==> config.mk <==
export PLATFORM = sky130hd
export DESIGN_NAME = ir_pd_decoder
export DESIGN_NICKNAME = d
export VERILOG_FILES = /design/src/rtl/ir_pd_pkg.sv /design/src/rtl/ir_pd_edge.sv /design/src/rtl/ir_pd_classify.sv /design/src/rtl/ir_pd_frame.sv /design/src/rtl/ir_pd_decoder.sv
export SDC_FILE = /design/constraint.sdc
export NUM_CORES = 1
export LEC_CHECK = 0
export BUFFER_PORTS_ARGS = -buffer_cell sky130_fd_sc_hd__buf_4
export CAP_MARGIN = 30
export CORE_AREA = 2 2 89 91
export CTS_CLUSTER_DIAMETER = 100
export DETAILED_ROUTE_END_ITERATION = 8
export DIE_AREA = 0 0 91 93
export REMOVE_ABC_BUFFERS = 1
export SYNTH_ARGS = -nofsm -noshare
export SYNTH_HDL_FRONTEND = slang
export SYNTH_SLANG_ARGS = --single-unit
==> constraint.sdc <==
create_clock -name clk_i -period 2.7 [get_ports clk_i]
set_input_delay 0 -clock clk_i [delete_from_list [all_inputs] [get_ports clk_i]]
set_output_delay 0 -clock clk_i [all_outputs]
set_load 0.02 [all_outputs]
==> src/rtl/ir_pd_pkg.sv <==
package ir_pd_pkg;
  typedef enum logic [1:0] {ST_IDLE, ST_ADDR, ST_CMD} frame_st_e;
  typedef enum logic [2:0] {SYM_NONE, SYM_LEAD, SYM_REP, SYM_ZERO, SYM_ONE} sym_e;

  // nominal sample count for a duration in microseconds
  function automatic int ticks(int rate_hz, int dur_us);
    longint t;
    t = longint'(rate_hz) * longint'(dur_us) / 64'sd1000000;
    return int'(t) - 1;
  endfunction
endpackage

==> src/rtl/ir_pd_edge.sv <==
module ir_pd_edge #(
  parameter bit ACTIVE_LOW = 1'b1,
  parameter int CNT_W      = 11
) (
  input  logic             clk_i,
  input  logic             rst_ni,
  input  logic             ir_i,
  output logic             edge_o,
  output logic [CNT_W-1:0] ivl_o
);
  localparam logic ACT_LVL = ACTIVE_LOW ? 1'b0 : 1'b1;

  logic             prev_q;
  logic [CNT_W-1:0] cnt_q;

  assign edge_o = (ir_i == ACT_LVL) && (prev_q != ACT_LVL);
  assign ivl_o  = cnt_q;

  always_ff @(posedge clk_i or negedge rst_ni) begin
    if (!rst_ni) begin
      prev_q <= ~ACT_LVL;
      cnt_q  <= '0;
    end else begin
      prev_q <= ir_i;
      if (edge_o)          cnt_q <= CNT_W'(1);
      else if (cnt_q != '1) cnt_q <= cnt_q + CNT_W'(1); // saturate
    end
  end
endmodule

==> src/rtl/ir_pd_classify.sv <==
module ir_pd_classify
  import ir_pd_pkg::*;
#(
  parameter int CNT_W  = 11,
  parameter int LEAD_T = 1349,
  parameter int REP_T  = 1124,
  parameter int ZERO_T = 111,
  parameter int ONE_T  = 224,
  parameter int MARG_T = 9
) (
  input  logic [CNT_W-1:0] ivl_i,
  output sym_e             sym_o
);
  function automatic logic in_win(int v, int nom);
    return (v >= nom - MARG_T) && (v < nom + MARG_T);
  endfunction

  int ivl;
  assign ivl = int'({1'b0, ivl_i});

  always_comb begin
    if      (in_win(ivl, LEAD_T)) sym_o = SYM_LEAD;
    else if (in_win(ivl, REP_T))  sym_o = SYM_REP;
    else if (in_win(ivl, ONE_T))  sym_o = SYM_ONE;
    else if (in_win(ivl, ZERO_T)) sym_o = SYM_ZERO;
    else                          sym_o = SYM_NONE;
  end
endmodule

==> src/rtl/ir_pd_frame.sv <==
module ir_pd_frame
  import ir_pd_pkg::*;
#(
  parameter int BYTE_W = 8
) (
  input  logic                clk_i,
  input  logic                rst_ni,
  input  logic                edge_i,
  input  sym_e                sym_i,
  output logic                leader_o,
  output logic                repeat_o,
  output logic                addr_vld_o,
  output logic [BYTE_W-1:0]   addr_byte_o,
  output logic                cmd_vld_o,
  output logic [BYTE_W-1:0]   cmd_byte_o,
  output logic                err_o,
  output logic [2*BYTE_W-1:0] err_word_o
);
  localparam int WORD_W = 2 * BYTE_W;
  localparam int BCNT_W = $clog2(WORD_W);

  frame_st_e          st_q, st_d;
  logic [WORD_W-1:0]  data_q, data_d, word;
  logic [BCNT_W-1:0]  bcnt_q, bcnt_d;
  logic               lead_d, rep_d, av_d, cv_d, er_d;
  logic [BYTE_W-1:0]  ab_d, cb_d;
  logic [WORD_W-1:0]  ew_d;
  logic               is_bit, field_ok;

  assign is_bit   = (sym_i == SYM_ZERO) || (sym_i == SYM_ONE);
  assign word     = {data_q[WORD_W-2:0], sym_i == SYM_ONE};
  assign field_ok = (word[WORD_W-1:BYTE_W] & word[BYTE_W-1:0]) == '0;

  always_comb begin
    st_d   = st_q;
    data_d = data_q;
    bcnt_d = bcnt_q;
    lead_d = 1'b0; rep_d = 1'b0; av_d = 1'b0; cv_d = 1'b0; er_d = 1'b0;
    ab_d   = '0;   cb_d  = '0;   ew_d = '0;
    if (edge_i) begin
      unique case (st_q)
        ST_IDLE: begin
          if (sym_i == SYM_LEAD) begin
            lead_d = 1'b1; data_d = '0; bcnt_d = '0; st_d = ST_ADDR;
          end else if (sym_i == SYM_REP) begin
            rep_d = 1'b1; data_d = '0; bcnt_d = '0;
          end
        end
        ST_ADDR, ST_CMD: begin
          if (!is_bit) begin
            er_d = 1'b1; ew_d = data_q; data_d = '0; bcnt_d = '0; st_d = ST_IDLE;
          end else if (bcnt_q == BCNT_W'(WORD_W - 1)) begin
            data_d = '0; bcnt_d = '0;
            if (!field_ok) begin
              er_d = 1'b1; ew_d = word; st_d = ST_IDLE;
            end else if (st_q == ST_ADDR) begin
              av_d = 1'b1; ab_d = word[WORD_W-1:BYTE_W]; st_d = ST_CMD;
            end else begin
              cv_d = 1'b1; cb_d = word[WORD_W-1:BYTE_W]; st_d = ST_IDLE;
            end
          end else begin
            data_d = word; bcnt_d = bcnt_q + BCNT_W'(1);
          end
        end
        default: st_d = ST_IDLE;
      endcase
    end
  end

  always_ff @(posedge clk_i or negedge rst_ni) begin
    if (!rst_ni) begin
      st_q <= ST_IDLE; data_q <= '0; bcnt_q <= '0;
      leader_o <= 1'b0; repeat_o <= 1'b0; addr_vld_o <= 1'b0; cmd_vld_o <= 1'b0;
      err_o <= 1'b0; addr_byte_o <= '0; cmd_byte_o <= '0; err_word_o <= '0;
    end else begin
      st_q <= st_d; data_q <= data_d; bcnt_q <= bcnt_d;
      leader_o <= lead_d; repeat_o <= rep_d; addr_vld_o <= av_d; cmd_vld_o <= cv_d;
      err_o <= er_d; addr_byte_o <= ab_d; cmd_byte_o <= cb_d; err_word_o <= ew_d;
    end
  end
endmodule

==> src/rtl/ir_pd_decoder.sv <==
module ir_pd_decoder
  import ir_pd_pkg::*;
#(
  parameter int SAMPLE_HZ  = 100000,
  parameter bit ACTIVE_LOW = 1'b1,
  parameter int BYTE_W     = 8
) (
  input  logic                clk_i,
  input  logic                rst_ni,
  input  logic                ir_i,
  output logic                leader_o,
  output logic                repeat_o,
  output logic                addr_vld_o,
  output logic [BYTE_W-1:0]   addr_byte_o,
  output logic                cmd_vld_o,
  output logic [BYTE_W-1:0]   cmd_byte_o,
  output logic                err_o,
  output logic [2*BYTE_W-1:0] err_word_o
);
  localparam int LEAD_T = ticks(SAMPLE_HZ, 13500);
  localparam int REP_T  = ticks(SAMPLE_HZ, 11250);
  localparam int ZERO_T = ticks(SAMPLE_HZ, 1125);
  localparam int ONE_T  = ticks(SAMPLE_HZ, 2250);
  localparam int MARG_T = ticks(SAMPLE_HZ, 100);
  localparam int CNT_W  = $clog2(LEAD_T + MARG_T + 2);

  logic             edge_w;
  logic [CNT_W-1:0] ivl_w;
  sym_e             sym_w;

  ir_pd_edge #(.ACTIVE_LOW(ACTIVE_LOW), .CNT_W(CNT_W)) u_edge (
    .clk_i(clk_i), .rst_ni(rst_ni), .ir_i(ir_i), .edge_o(edge_w), .ivl_o(ivl_w)
  );

  ir_pd_classify #(
    .CNT_W(CNT_W), .LEAD_T(LEAD_T), .REP_T(REP_T),
    .ZERO_T(ZERO_T), .ONE_T(ONE_T), .MARG_T(MARG_T)
  ) u_cls (
    .ivl_i(ivl_w), .sym_o(sym_w)
  );

  ir_pd_frame #(.BYTE_W(BYTE_W)) u_frame (
    .clk_i(clk_i), .rst_ni(rst_ni), .edge_i(edge_w), .sym_i(sym_w),
    .leader_o(leader_o), .repeat_o(repeat_o),
    .addr_vld_o(addr_vld_o), .addr_byte_o(addr_byte_o),
    .cmd_vld_o(cmd_vld_o), .cmd_byte_o(cmd_byte_o),
    .err_o(err_o), .err_word_o(err_word_o)
  );
endmodule

## Yosys cells after proc, flatten, opt, wreduce, memory -nomap -nowiden

Cells that the tools add are included.

| word-level totals | value |
|---|---|
| bits of input ports | 3 |
| memories kept | 0 |
| output and inout port bits | 37 |
| bits in read-only memories | 0 |
| flip-flop bits (word level) | 71 |
| latch bits | 0 |
| RAM bits | 0 |

| cells by class | value |
|---|---|
| $mul | 0 |
| muxes and demuxes | 63 |
| magnitude comparators | 8 |
| add/sub/neg operators | 2 |
| shifts and indexed selects | 0 |
| eq/ne operators | 11 |
| bitwise operators | 2 |
| divide/modulo/power cells | 0 |
| reductions and logical operators | 13 |

Operators with widths:

| cell | number |
|---|---|
| 2-to-1 mux 16 bit | 9 |
| 2-to-1 mux 8 bit | 12 |
| case mux 16 bit (2 select lines) | 1 |
| 2-to-1 mux 1 bit | 24 |
| greater-or-equal comparator 11 bit, second input constant | 2 |
| < comparator 11 bit, second input constant | 2 |
| 2-to-1 mux 11 bit | 2 |
| 2-to-1 mux 4 bit | 4 |
| 2-to-1 mux 2 bit | 6 |
| adder 11 x 1 -> 11 bit, second input constant | 1 |
| greater-or-equal comparator 11 x 7 -> 1 bit, second input constant | 1 |
| greater-or-equal comparator 11 x 8 -> 1 bit, second input constant | 1 |
| < comparator 11 x 7 -> 1 bit, second input constant | 1 |
| < comparator 11 x 8 -> 1 bit, second input constant | 1 |
| != test 11 bit, second input constant | 1 |
| 2-to-1 mux 3 bit | 3 |
| AND 8 bit | 1 |
| zero test 8 bit | 1 |
| case mux 4 bit (2 select lines) | 1 |
| equality test 3 x 2 -> 1 bit, second input constant | 2 |
| AND reduction 3 bit | 2 |
| logical AND 1 bit | 5 |
| adder 4 x 1 -> 4 bit, second input constant | 1 |
| equality test 4 bit, second input constant | 1 |
| 13 further kinds | 14 |

## Depth between registers and ports, before layout

Gate-level depths: netlist of the first run.

| logic depth | value |
|---|---|
| depth after elaboration | 14 |
| mapped depth | 9 |
| mapped depth without buffers | 7 |

## Hierarchy

Synthesis of the first run repeated with hierarchy kept, for this count alone.

| second synthesis, totals | value |
|---|---|
| cell total of the unflattened synthesis | 258 |
| area, all modules | 3198.1 µm² |

Modules (own cells, without submodules):

| module | area an instance (µm²) | instances | cells each | sequential area each (µm²) |
|---|---|---|---|---|
| ir_pd_frame | 2411.1 | 1 | 173 | 1476.4 |
| ir_pd_edge | 593.1 | 1 | 57 | 301.5 |
| ir_pd_classify | 193.9 | 1 | 28 | 0.0 |

## Worst setup path after synthesis of the first run

Ideal clock, no wire load.

| timing | value |
|---|---|
| path kind | register to register |
| from | register u_edge.cnt_q[1], in the netlist u_edge.ivl_o[1] |
| to | register u_frame.data_q[0] |
| slack | 0.786 ns |
| period minus slack after synthesis | 1.914 ns |
| stages on the path, launching flop included | 8 |
| data required time | 2.575 ns |
| library setup time | 0.125 ns |
| arrival | 1.789 ns |
| cells stage by stage | dfrtp_1 > buf_2 > o211ai_1 > and3b_1 > o2111ai_1 > a311oi_1 > buf_4 > mux2_2 |

| between the ends | value |
|---|---|
| longest elaborated chain between the ends | 10 |
| elaborated cells on any way between the ends | 27 |
| those cells by class | order compare: 8; eq/ne: 5; mux: 8; reduce/logical: 6 |

RTL lines:

| element | line | RTL |
|---|---|---|
| start: declaration | ir_pd_edge.sv:14 | `logic [CNT_W-1:0] cnt_q;` |
| start signal: assignment | ir_pd_edge.sv:26 | `else if (cnt_q != '1) cnt_q <= cnt_q + CNT_W'(1);` |
| greater-or-equal comparator 11 x 7 -> 1 bit or < comparator 11 x 7 -> 1 bit (tied branches) | ir_pd_classify.sv:15 | `return (v >= nom - MARG_T) && (v < nom + MARG_T);` |
| logical AND 1 bit | ir_pd_classify.sv:15 |  |
| 2-to-1 mux 2 bit | ir_pd_classify.sv:25 | `else if (in_win(ivl, ZERO_T)) sym_o = SYM_ZERO;` |
| 2-to-1 mux 3 bit | ir_pd_classify.sv:24 | `else if (in_win(ivl, ONE_T)) sym_o = SYM_ONE;` |
| 2-to-1 mux 3 bit | ir_pd_classify.sv:23 | `else if (in_win(ivl, REP_T)) sym_o = SYM_REP;` |
| 2-to-1 mux 3 bit * | ir_pd_classify.sv:22 | `if (in_win(ivl, LEAD_T)) sym_o = SYM_LEAD;` |
| equality test 3 bit or equality test 3 x 2 -> 1 bit (tied branches) | ir_pd_frame.sv:30, ir_pd_frame.sv:31 |  |
| 2-to-1 mux 16 bit or logical OR 1 bit (tied branches) | ir_pd_frame.sv:52, ir_pd_frame.sv:30 |  |
| 2-to-1 mux 16 bit | ir_pd_frame.sv:50 | `if (!is_bit) begin` |
| case mux 16 bit (2 select lines) | ir_pd_frame.sv:41 | `unique case (st_q)` |
| end signal: assignment | ir_pd_frame.sv:76 | `st_q <= st_d; data_q <= data_d; bcnt_q <= bcnt_d;` |
| end: declaration | ir_pd_frame.sv:23 | `logic [WORD_W-1:0] data_q, data_d, word;` |

Every way passes the cells marked *; elsewhere a longest branch is shown, timed or not.
A chain may end at the register's enable or synchronous reset.

## Final worst setup path of the first run

| timing | value |
|---|---|
| from | register u_edge.cnt_q[1], in the netlist u_edge.ivl_o[1] |
| to | register u_frame.bcnt_q[3] |

| between the ends | value |
|---|---|
| longest elaborated chain between the ends | 10 |
| elaborated cells on any way between the ends | 26 |
| those cells by class | order compare: 8; eq/ne: 5; mux: 7; reduce/logical: 6 |

RTL lines:

| element | line | RTL |
|---|---|---|
| greater-or-equal comparator 11 x 7 -> 1 bit or < comparator 11 x 7 -> 1 bit (tied branches) | ir_pd_classify.sv:15 |  |
| logical AND 1 bit | ir_pd_classify.sv:15 |  |
| 2-to-1 mux 2 bit | ir_pd_classify.sv:25 |  |
| 2-to-1 mux 3 bit | ir_pd_classify.sv:24 |  |
| 2-to-1 mux 3 bit | ir_pd_classify.sv:23 |  |
| 2-to-1 mux 3 bit * | ir_pd_classify.sv:22 |  |
| equality test 3 x 2 -> 1 bit or equality test 3 bit (tied branches) | ir_pd_frame.sv:30 | `assign is_bit = (sym_i == SYM_ZERO) \|\| (sym_i == SYM_ONE);` |
| logical OR 1 bit | ir_pd_frame.sv:30 |  |
| 2-to-1 mux 4 bit | ir_pd_frame.sv:50 |  |
| case mux 4 bit (2 select lines) | ir_pd_frame.sv:41 |  |
| end signal: assignment | ir_pd_frame.sv:76 |  |
| end: declaration | ir_pd_frame.sv:24 | `logic [BCNT_W-1:0] bcnt_q, bcnt_d;` |

Marks and branches as above.

==> flow_summary.yaml, run 1 <==
timing:
  rsz0062_at_grt: "no"
  maxSlewViolCount: 0
  max_freq_mhz: 431
  fin_worst_skew_ns: 0.0115
  final.setup.tns_ns: 0
  finalHoldViolCount: 0
  min_period_ns: 2.32
  fin_crit_sh_pct: 86.0
  hold_slack_ns: 0.305
  finalSetupViolations: 0
  tightest_slew_ns: 0.865
  slew_headroom_pct: 42.3
run:
  drv_cap: 0
critical_path:
  cp.arrival_ns: 2.58
  path_delay_family: "compound AO/OA/AOI/OAI gates"
  cp-end-kind: "flop"
  rrSetupSlack_ns: 0.38
  r2r_start: "u_edge.ivl_o[1]"
  max_stage_delay_ns: 0.49
  start_kind: "flop"
  cp_slowest_cell: "dfrtp_1"
  critical_path_buf_inv_count: 1
  r2r_cells: 8
  cp.required_ns: 2.96
  r2r_end: "u_frame.bcnt_q[3]"
  cp_cell_sequence: "ha_1 > a21oi_1 > nor3_1 > o21ai_1 > a21oi_1 > buf_4 > a21boi_0 > o21ai_0"
  path_class: "flop to flop"
  cp_max_fo: 9
  cpMostUsedCell: "a21oi_1"
detailed_routing:
  avgViaCountPerCell: 5.14
  drt_pass1_iterations: 4
  ant_nets: 0
  wl_per_cell_um: 14.1
  drc_errors: 0
  first_iter_violations: 147
  vias: 2423
  routed_wl_um: 6630
global_route:
  globalRouteOverflowTotal: 0
  grt_pass1_wl_um: 11200
  antenna_found_initial: 0
  grt_pass1_vias: 2265
  track_usage_pct: 17.0
  grt_max_degree: 72
cts:
  clkLatencyLatePin_ns: 0.35
  cts.sink_count: 71
  root_buffer: "clkbuf_8"
  clock_path_buffers: 2
  numCtsBuffers: 9
  cts-resized-gates: 0
  cts_tree: "done"
  clk_pin_slew_worst_paths_ns: 0.08
  h-tree-depth: 3
place:
  dpl.hpwl_um: 4250
  gp_congestion: 0.821
  portBuffers: 39
floorplan:
  dieArea_sq_mm: 0.00846
  row_count: 32
  start_util_pct: 43.3
  boundaryPins: 40
  die_w_um: 91
  core_region_area_sq_mm: 0.00753
  die_h_um: 93
yosys:
  yosysWarnings: 0
  synthCells: 323
  avgSynthCellArea_sq_um: 10.1
  synth_ff_type: "dfrtp_1"
  synth_area_sq_mm: 0.00326
  ys_seq_area_share_pct: 54.5
  ys_ff_latch: 71
  async_flop_share_pct: 100
  synth_cell_types: 54
  synth_edf_count: 0
layout:
  most-common-layout-cells: "dfrtp_1 (70), buf_4 (47), nand2_1 (42)"
  layout_commonest_cell: "dfrtp_1"
  fin_nets: 375
  multi_input_area_sq_mm: 0.00129
  seq_area_sq_mm: 0.00178
  drive_gt1_share_pct: 19.8
  n_fill_cell: 698
  n_antenna_cell: 0
  area_delta_synth_final_pct: 20.3
power:
  peakVddDrop_mv: 0.366
  powerDensity_mw_per_mm2: 645
  p_leak_nw: 1.78
run_status:
  outcome: "completed"
worst_hold_path:
  hold_path.class: "input port to async pin"
## synthesized netlist by cell type (2+ instances only)
cell,number,share of area [%]
nand3_1,24,3.7
and3_1,4,0.77
o2bb2ai_1,2,0.54
ha_1,6,2.3
nand2b_1,3,0.58
o21ai_0,17,2.6
buf_4,4,0.92
o31ai_1,2,0.46
xor2_1,5,1.3
a21oi_1,21,3.2
nor2_1,10,1.2
buf_2,8,1.2
and4_1,3,0.81
nand3b_1,2,0.46
a31oi_1,2,0.38
nor3_1,6,0.92
inv_1,28,3.2
buf_6,2,0.69
dfrtp_1,70,54
o21ai_1,4,0.61
nor4_1,8,1.5
and2_1,9,1.7
clkbuf_1,4,0.46
xnor2_1,2,0.54
nand4_1,5,0.96
a22oi_1,2,0.46
nor3b_1,2,0.46
nand2_1,42,4.8
## flip-flops by register name, summed over array words and instances (netlist names), 2 cells and up
register             flops
u_frame.data_q          16
u_frame.bcnt_q           4
u_frame.st_q             2
u_edge.ivl_o            11
u_frame.err_word_o      16
u_frame.addr_byte_o      8
u_frame.cmd_byte_o       8
## how the worst max path moves through the flow
stage,from,endpoint,slack (ns),cells after the start
finish,u_edge.ivl_o[1],u_frame.bcnt_q[3],0.38,8
global route,u_edge.ivl_o[1],u_frame.bcnt_q[3],0.02,8
global placement,u_edge.ivl_o[1],u_frame.data_q[15],0.34,8
detailed placement,u_edge.ivl_o[1],u_frame.data_q[11],0.28,8
floorplan,u_edge.ivl_o[1],u_frame.data_q[0],-0.99,6
CTS,u_edge.ivl_o[1],u_frame.data_q[11],0.22,8
## repair_timing
action,CTS,global route
hold buffers,2,0
endpoints found under the setup margin,0,8
endpoints found under the hold margin,71,0
setup buffers,0,1
## kinds of logic after synthesis
| logic type | synth area share, % |
|---|---|
| simple gates | 21.3 |
| compound gates | 12.9 |
| xor+xnor | 1.88 |
| flops | 54.5 |
| buf+inv | 6.52 |
| fa+ha+maj | 2.30 |
| mux | 0.652 |
## layer usage
| layer | routed length [um] | vias up | GRT usage, % |
|---|---|---|---|
| met1 | 3070 | 1173 | 22.5 |
| li1 | - | 1189 | - |
| met3 | 261 | 13 | 3.46 |
| met5 | 0 | - | 0 |
| met4 | 144 | 0 | 7.83 |
| met2 | 3150 | 48 | 27.2 |
## layout make-up
type	count	share of cell area (%)
clock buffers	10	3.51
inverters	28	2.68
repair buffers	50	10.0
flip-flops and latches	71	45.3
well taps	102	3.25
multi-input cells	206	32.8
clock inverters	4	2.42
## through the flow
stage | utilization [%] | total power, mW | instance area (sq um) | cells | worst slack [ns]
4_1_cts | 51.9 | 2.55 | 3910 | 470 | 0.217
5_1_grt | 52.1 | 2.65 | 3930 | 471 | 0.0205
3_3_place_gp | 48.5 | 1.52 | 3650 | 454 | 0.345
6_report | 52.1 | 2.53 | 3930 | 471 | 0.378
3_5_place_dp | 48.5 | 1.52 | 3650 | 454 | 0.279
2_1_floorplan | - | 1.41 | 3150 | 305 | -0.990
## where the power goes
part,internal [mW],leakage (nW),switching [mW]
logic,0.131,0.678,0.196
registers,1.10,0.979,0.0913
clock network,0.627,0.118,0.384
total,1.86,1.78,0.672
Power figures use the tool's default switching activity.
==> inputs of run 2 (changes only) <==
Settings changed: BUFFER_PORTS_ARGS -buffer_cell sky130_fd_sc_hd__buf_4 to -buffer_cell sky130_fd_sc_hd__buf_2.
==> flow_summary.yaml, run 2 (same netlist as run 1, synthesis figures left out) <==
floorplan:
  dieArea_sq_mm: 0.00846
  boundaryPins: 40
  row_count: 32
  core_region_area_sq_mm: 0.00753
  die_h_um: 93
  die_w_um: 91
  start_util_pct: 43.3
cts:
  clk_pin_slew_worst_paths_ns: 0.09
  cts.sink_count: 71
  clock_path_buffers: 2
  clkLatencyLatePin_ns: 0.35
  numCtsBuffers: 9
  cts_tree: "done"
  post_cts_buffers: 0
  h-tree-depth: 3
  root_buffer: "clkbuf_8"
timing:
  max_freq_mhz: 420
  rsz0062_at_grt: "no"
  tightest_slew_ns: 0.550
  fin_worst_skew_ns: 0.0170
  maxSlewViolCount: 0
  finalHoldViolCount: 0
  slew_headroom_pct: 63.4
  fin_crit_sh_pct: 88.2
  finalSetupViolations: 0
  min_period_ns: 2.38
  final.setup.tns_ns: 0
layout:
  n_antenna_cell: 0
  most-common-layout-cells: "dfrtp_1 (70), nand2_1 (42), buf_2 (39)"
  finish.utilization_pct: 51.1
  fin_nets: 378
  layout.cells.non_filler: 476
  final_area_sq_mm: 0.00385
  layout_commonest_cell: "dfrtp_1"
  drive_gt1_share_pct: 20.6
  area_delta_synth_final_pct: 17.9
global_route:
  globalRouteOverflowTotal: 0
  grt_pass1_vias: 2343
  track_usage_pct: 16.9
  grt_max_degree: 47
  antenna_found_initial: 0
  grt_pass1_wl_um: 11300
detailed_routing:
  ant_nets: 0
  avgViaCountPerCell: 5.09
  vias: 2424
  drc_errors: 0
  first_iter_violations: 133
  wl_per_cell_um: 13.6
  drt_pass1_iterations: 4
  routed_wl_um: 6490
critical_path:
  path_class: "flop to flop"
  cp.arrival_ns: 2.60
  cp_cell_sequence: "ha_1 > a211oi_1 > nor3_1 > o2111ai_1 > a311oi_4 > buf_12 > mux2_2"
  start_kind: "flop"
  critical_path_buf_inv_count: 1
  cp_slowest_cell: "dfrtp_1"
  cp_max_fo: 27
  cp-end-kind: "flop"
  cp.required_ns: 2.92
  max_stage_delay_ns: 0.50
  path_delay_family: "compound AO/OA/AOI/OAI gates"
place:
  placed_area_sq_mm: 0.00359
  dpl.hpwl_um: 4480
  place_inst: 457
  portBuffers: 39
  gp_congestion: 0.853
run_status:
  outcome: "completed"
power:
  peakVddDrop_mv: 0.455
  powerDensity_mw_per_mm2: 641
  p_leak_nw: 1.78
run:
  drv_cap: 0
worst_hold_path:
  hold_path.class: "input port to async pin"
## run 2: path summary, 6_finish.rpt
kind                               startpoint                      to  slack, ns  depth (start not counted)
min in group clk_i                       ir_i           u_edge.prev_q       0.31                          2
max in group asynchronous              rst_ni       u_frame.bcnt_q[2]       2.02                          3
setup / recovery              u_edge.ivl_o[1]       u_frame.data_q[0]       0.32                          7
hold / removal                         rst_ni  u_frame.addr_byte_o[4]       0.18                          3
hold reg to reg            u_frame.data_q[15]  u_frame.err_word_o[15]       0.53                          2
setup reg to reg              u_edge.ivl_o[1]       u_frame.data_q[0]       0.32                          7
## run 2: per-layer routing
layer  vias to the layer above  routed length, um  GRT usage [%]
met5                         -                  0              0
met4                         0                114           7.70
met3                        10                288           4.83
met2                        56               3140           27.0
met1                      1158               2950           21.4
li1                       1200                  -              -
## run 2: layout make-up
cell class,instances,area (sq um)
clock buffer,9,124
clock inverter,7,103
fill,739,3680
inverter,28,105
multi-input combinational,206,1290
sequential,71,1780
tap,102,128
timing repair buffer,53,320
## run 2: power breakdown
part	switching [mW]	internal (mW)
clock network	0.424	0.531
logic	0.191	0.128
registers	0.0887	1.10
## run 2: stage by stage
stage	setup WS (ns)	hold slack (ns)	power (mW)
floorplan	-0.990	-0.296	1.41
global placement	0.430	-0.203	1.52
detailed placement	0.364	-0.201	1.53
CTS	0.341	0.171	2.49
global route	0.184	0.185	2.60
finish	0.320	0.183	2.47
## run 2: what timing repair did
| action | in CTS | in global routing |
|---|---|---|
| gates resized for setup | 0 | 0 |
| hold buffers | 3 | 0 |
| hold endpoints to repair | 72 | 0 |
## run 2: worst register-to-register path, cell delays in order, from the launching register on
cell       delay, ns
dfrtp_1         0.50
ha_1            0.30
a211oi_1        0.07
nor3_1          0.16
o2111ai_1       0.24
a311oi_4        0.45
buf_12          0.21
mux2_2          0.34
==> inputs of run 3 (changes only) <==
Settings changed: CORE_AREA 2 2 89 91 to 2 2 88 90, DIE_AREA 0 0 91 93 to 0 0 90 92, MAX_ROUTING_LAYER from default to met4, SYNTH_HIERARCHICAL from default to 1.
==> flow_summary.yaml, run 3 <==
detailed_routing:
  wl_per_cell_um: 15.4
  routed_wl_um: 6440
  ant_nets: 0
  drt_pass1_iterations: 4
  vias: 2233
  first_iter_violations: 121
  drc_errors: 0
  avgViaCountPerCell: 5.35
floorplan:
  row_count: 32
  die_h_um: 92
  dieArea_sq_mm: 0.00828
  die_w_um: 90
  core_region_area_sq_mm: 0.00745
  start_util_pct: 42.9
  boundaryPins: 40
critical_path:
  path_class: "flop to flop"
  start_kind: "flop"
  critical_path_buf_inv_count: 2
  cp.arrival_ns: 2.76
  cp_slowest_cell: "dfrtp_1"
  cp.required_ns: 2.98
  cp-end-kind: "flop"
  cpMostUsedCell: "buf_4"
  cp_max_fo: 15
  cp_cell_sequence: "nor4b_4 > nand3_1 > a211oi_4 > nor3b_4 > buf_4 > o211ai_2 > nor2_4 > buf_4 > a22o_1"
  path_delay_family: "simple AND/OR/NAND/NOR gates"
  max_stage_delay_ns: 0.47
run_status:
  outcome: "completed"
timing:
  min_period_ns: 2.48
  fin_worst_skew_ns: 0.0103
  final.setup.tns_ns: 0
  max_freq_mhz: 403
  slew_headroom_pct: 54.0
  finalHoldViolCount: 0
  hold_slack_ns: 0.184
  rsz0062_at_grt: "no"
  tightest_slew_ns: 0.691
  fin_crit_sh_pct: 91.8
  finalSetupViolations: 0
  maxSlewViolCount: 0
yosys:
  synth_top_family_by_area: "compound AO/OA/AOI/OAI gates"
  synthCells: 258
  synth_area_sq_mm: 0.00320
  synth_top_area_share_pct: 54.8
  synth-xor-area-share_pct: 1.10
  async_flop_share_pct: 100
  synth_ff_type: "dfrtp_1"
  synth_edf_count: 0
  yosysWarnings: 6
  synth_fa_ha_area_share_pct: 1.56
  avgSynthCellArea_sq_um: 12.4
  synth_top_area_cell: "dfrtp_1"
  netlist_top_cells_area: "dfrtp_1 (55%), a22o_1 (8.2%), nor3b_2 (3.1%)"
  synth_cell_types: 68
  muxShareOfSynthArea_pct: 0.352
  synth.most_common_cell: "dfrtp_1"
  synth_commonest_cells: "dfrtp_1 (70), a22o_1 (30), nand2_1 (13)"
  ys_seq_area_share_pct: 55.6
  synth_simple_gate_area_share_pct: 18.5
  synth_compound_area_share_pct: 20.0
  ys_ff_latch: 71
global_route:
  track_usage_pct: 17.5
  grt_max_degree: 30
  grt_pass1_wl_um: 11100
  antenna_found_initial: 0
  grt_pass1_vias: 2154
  globalRouteOverflowTotal: 0
layout:
  area_delta_synth_final_pct: 18.6
  drive_gt1_share_pct: 30.2
  most-common-layout-cells: "dfrtp_1 (70), buf_2 (39), a22o_1 (30)"
  layout.cells.non_filler: 417
  fin_nets: 317
  n_fill_cell: 658
  n_antenna_cell: 0
  layout_commonest_cell: "dfrtp_1"
  finish.utilization_pct: 50.9
place:
  portBuffers: 39
  place_inst: 399
  gp_congestion: 0.904
  dpl.hpwl_um: 4330
power:
  peakVddDrop_mv: 0.198
  powerDensity_mw_per_mm2: 608
  p_leak_nw: 1.81
cts:
  root_buffer: "clkbuf_8"
  h-tree-depth: 3
  clock_path_buffers: 2
  clk_pin_slew_worst_paths_ns: 0.09
  cts.sink_count: 71
  cts_tree: "done"
  post_cts_buffers: 0
  clkLatencyLatePin_ns: 0.35
  numCtsBuffers: 9
worst_hold_path:
  hold_path.class: "input port to async pin"
run:
  drv_cap: 0
[run 3: metal layers]
metal  global-route usage (%)  part of all wire [%]
met1                     23.3                    48
met5                        -                     0
met3                     4.68                   4.7
met2                     25.9                    46
met4                     6.41                  0.68
[run 3: per-stage QoR]
step	area, sq um	total power, mW	worst slack, ns
2_1_floorplan	3120	1.27	0.0388
3_3_place_gp	3530	1.34	0.212
3_5_place_dp	3530	1.34	0.172
4_1_cts	3780	2.32	0.150
5_1_grt	3790	2.41	0.00984
6_report	3790	2.31	0.220
[run 3: worst register-to-register path: stages (launching register included)]
cell and delay (ns):
dfrtp_1 0.47, nor4b_4 0.32, nand3_1 0.17, a211oi_4 0.31, nor3b_4 0.30, buf_4 0.18
o211ai_2 0.14, nor2_4 0.16, buf_4 0.21, a22o_1 0.16
[run 3: final cells by class]
| cell class | count | area [sq um] | share of cell area (%) |
|---|---|---|---|
| clock buffers | 9 | 124 | 3.27 |
| clock inverters | 7 | 105 | 2.77 |
| inverters | 5 | 18.8 | 0.495 |
| multi-input cells | 170 | 1330 | 35.2 |
| flip-flops and latches | 71 | 1780 | 46.9 |
| well taps | 102 | 128 | 3.37 |
| repair buffers | 53 | 305 | 8.05 |
[run 3: final timing paths]
kind                                  start                      to  slack (ns)  depth (start not counted)
max reg2reg                u_edge/ivl_o[10]       u_frame/data_q[6]        0.22                          9
min in group clk_i                     ir_i           u_edge/prev_q        0.31                          2
min                                  rst_ni  u_frame/addr_byte_o[0]        0.18                          2
max in group asynchronous            rst_ni           u_edge/prev_q        1.77                          3
min reg2reg                 u_frame/st_q[1]         u_frame/st_q[1]        0.50                          1
max                        u_edge/ivl_o[10]       u_frame/data_q[6]        0.22                          9
[run 3: cells by family after synthesis]
family                   after synthesis
AND/OR/NAND/NOR                       84
AO/OA/AOI/OAI                         77
flip-flops                            71
buffers and inverters                 17
XOR/XNOR                               4
adder cells (fa/ha/maj)                4
multiplexers                           1
[run 3: what timing repair did]
action	in CTS	in global routing
endpoints found under the hold margin	28	0
hold buffers	2	0
endpoints found under the setup margin	0	8
resized for setup	0	2
[run 3: power breakdown]
group / internal [mW] / switching [mW] / leakage, nW
logic: 0.0611 / 0.0930 / 0.713
registers: 1.09 / 0.0883 / 0.982
clock network: 0.533 / 0.441 / 0.112
total: 1.68 / 0.622 / 1.81
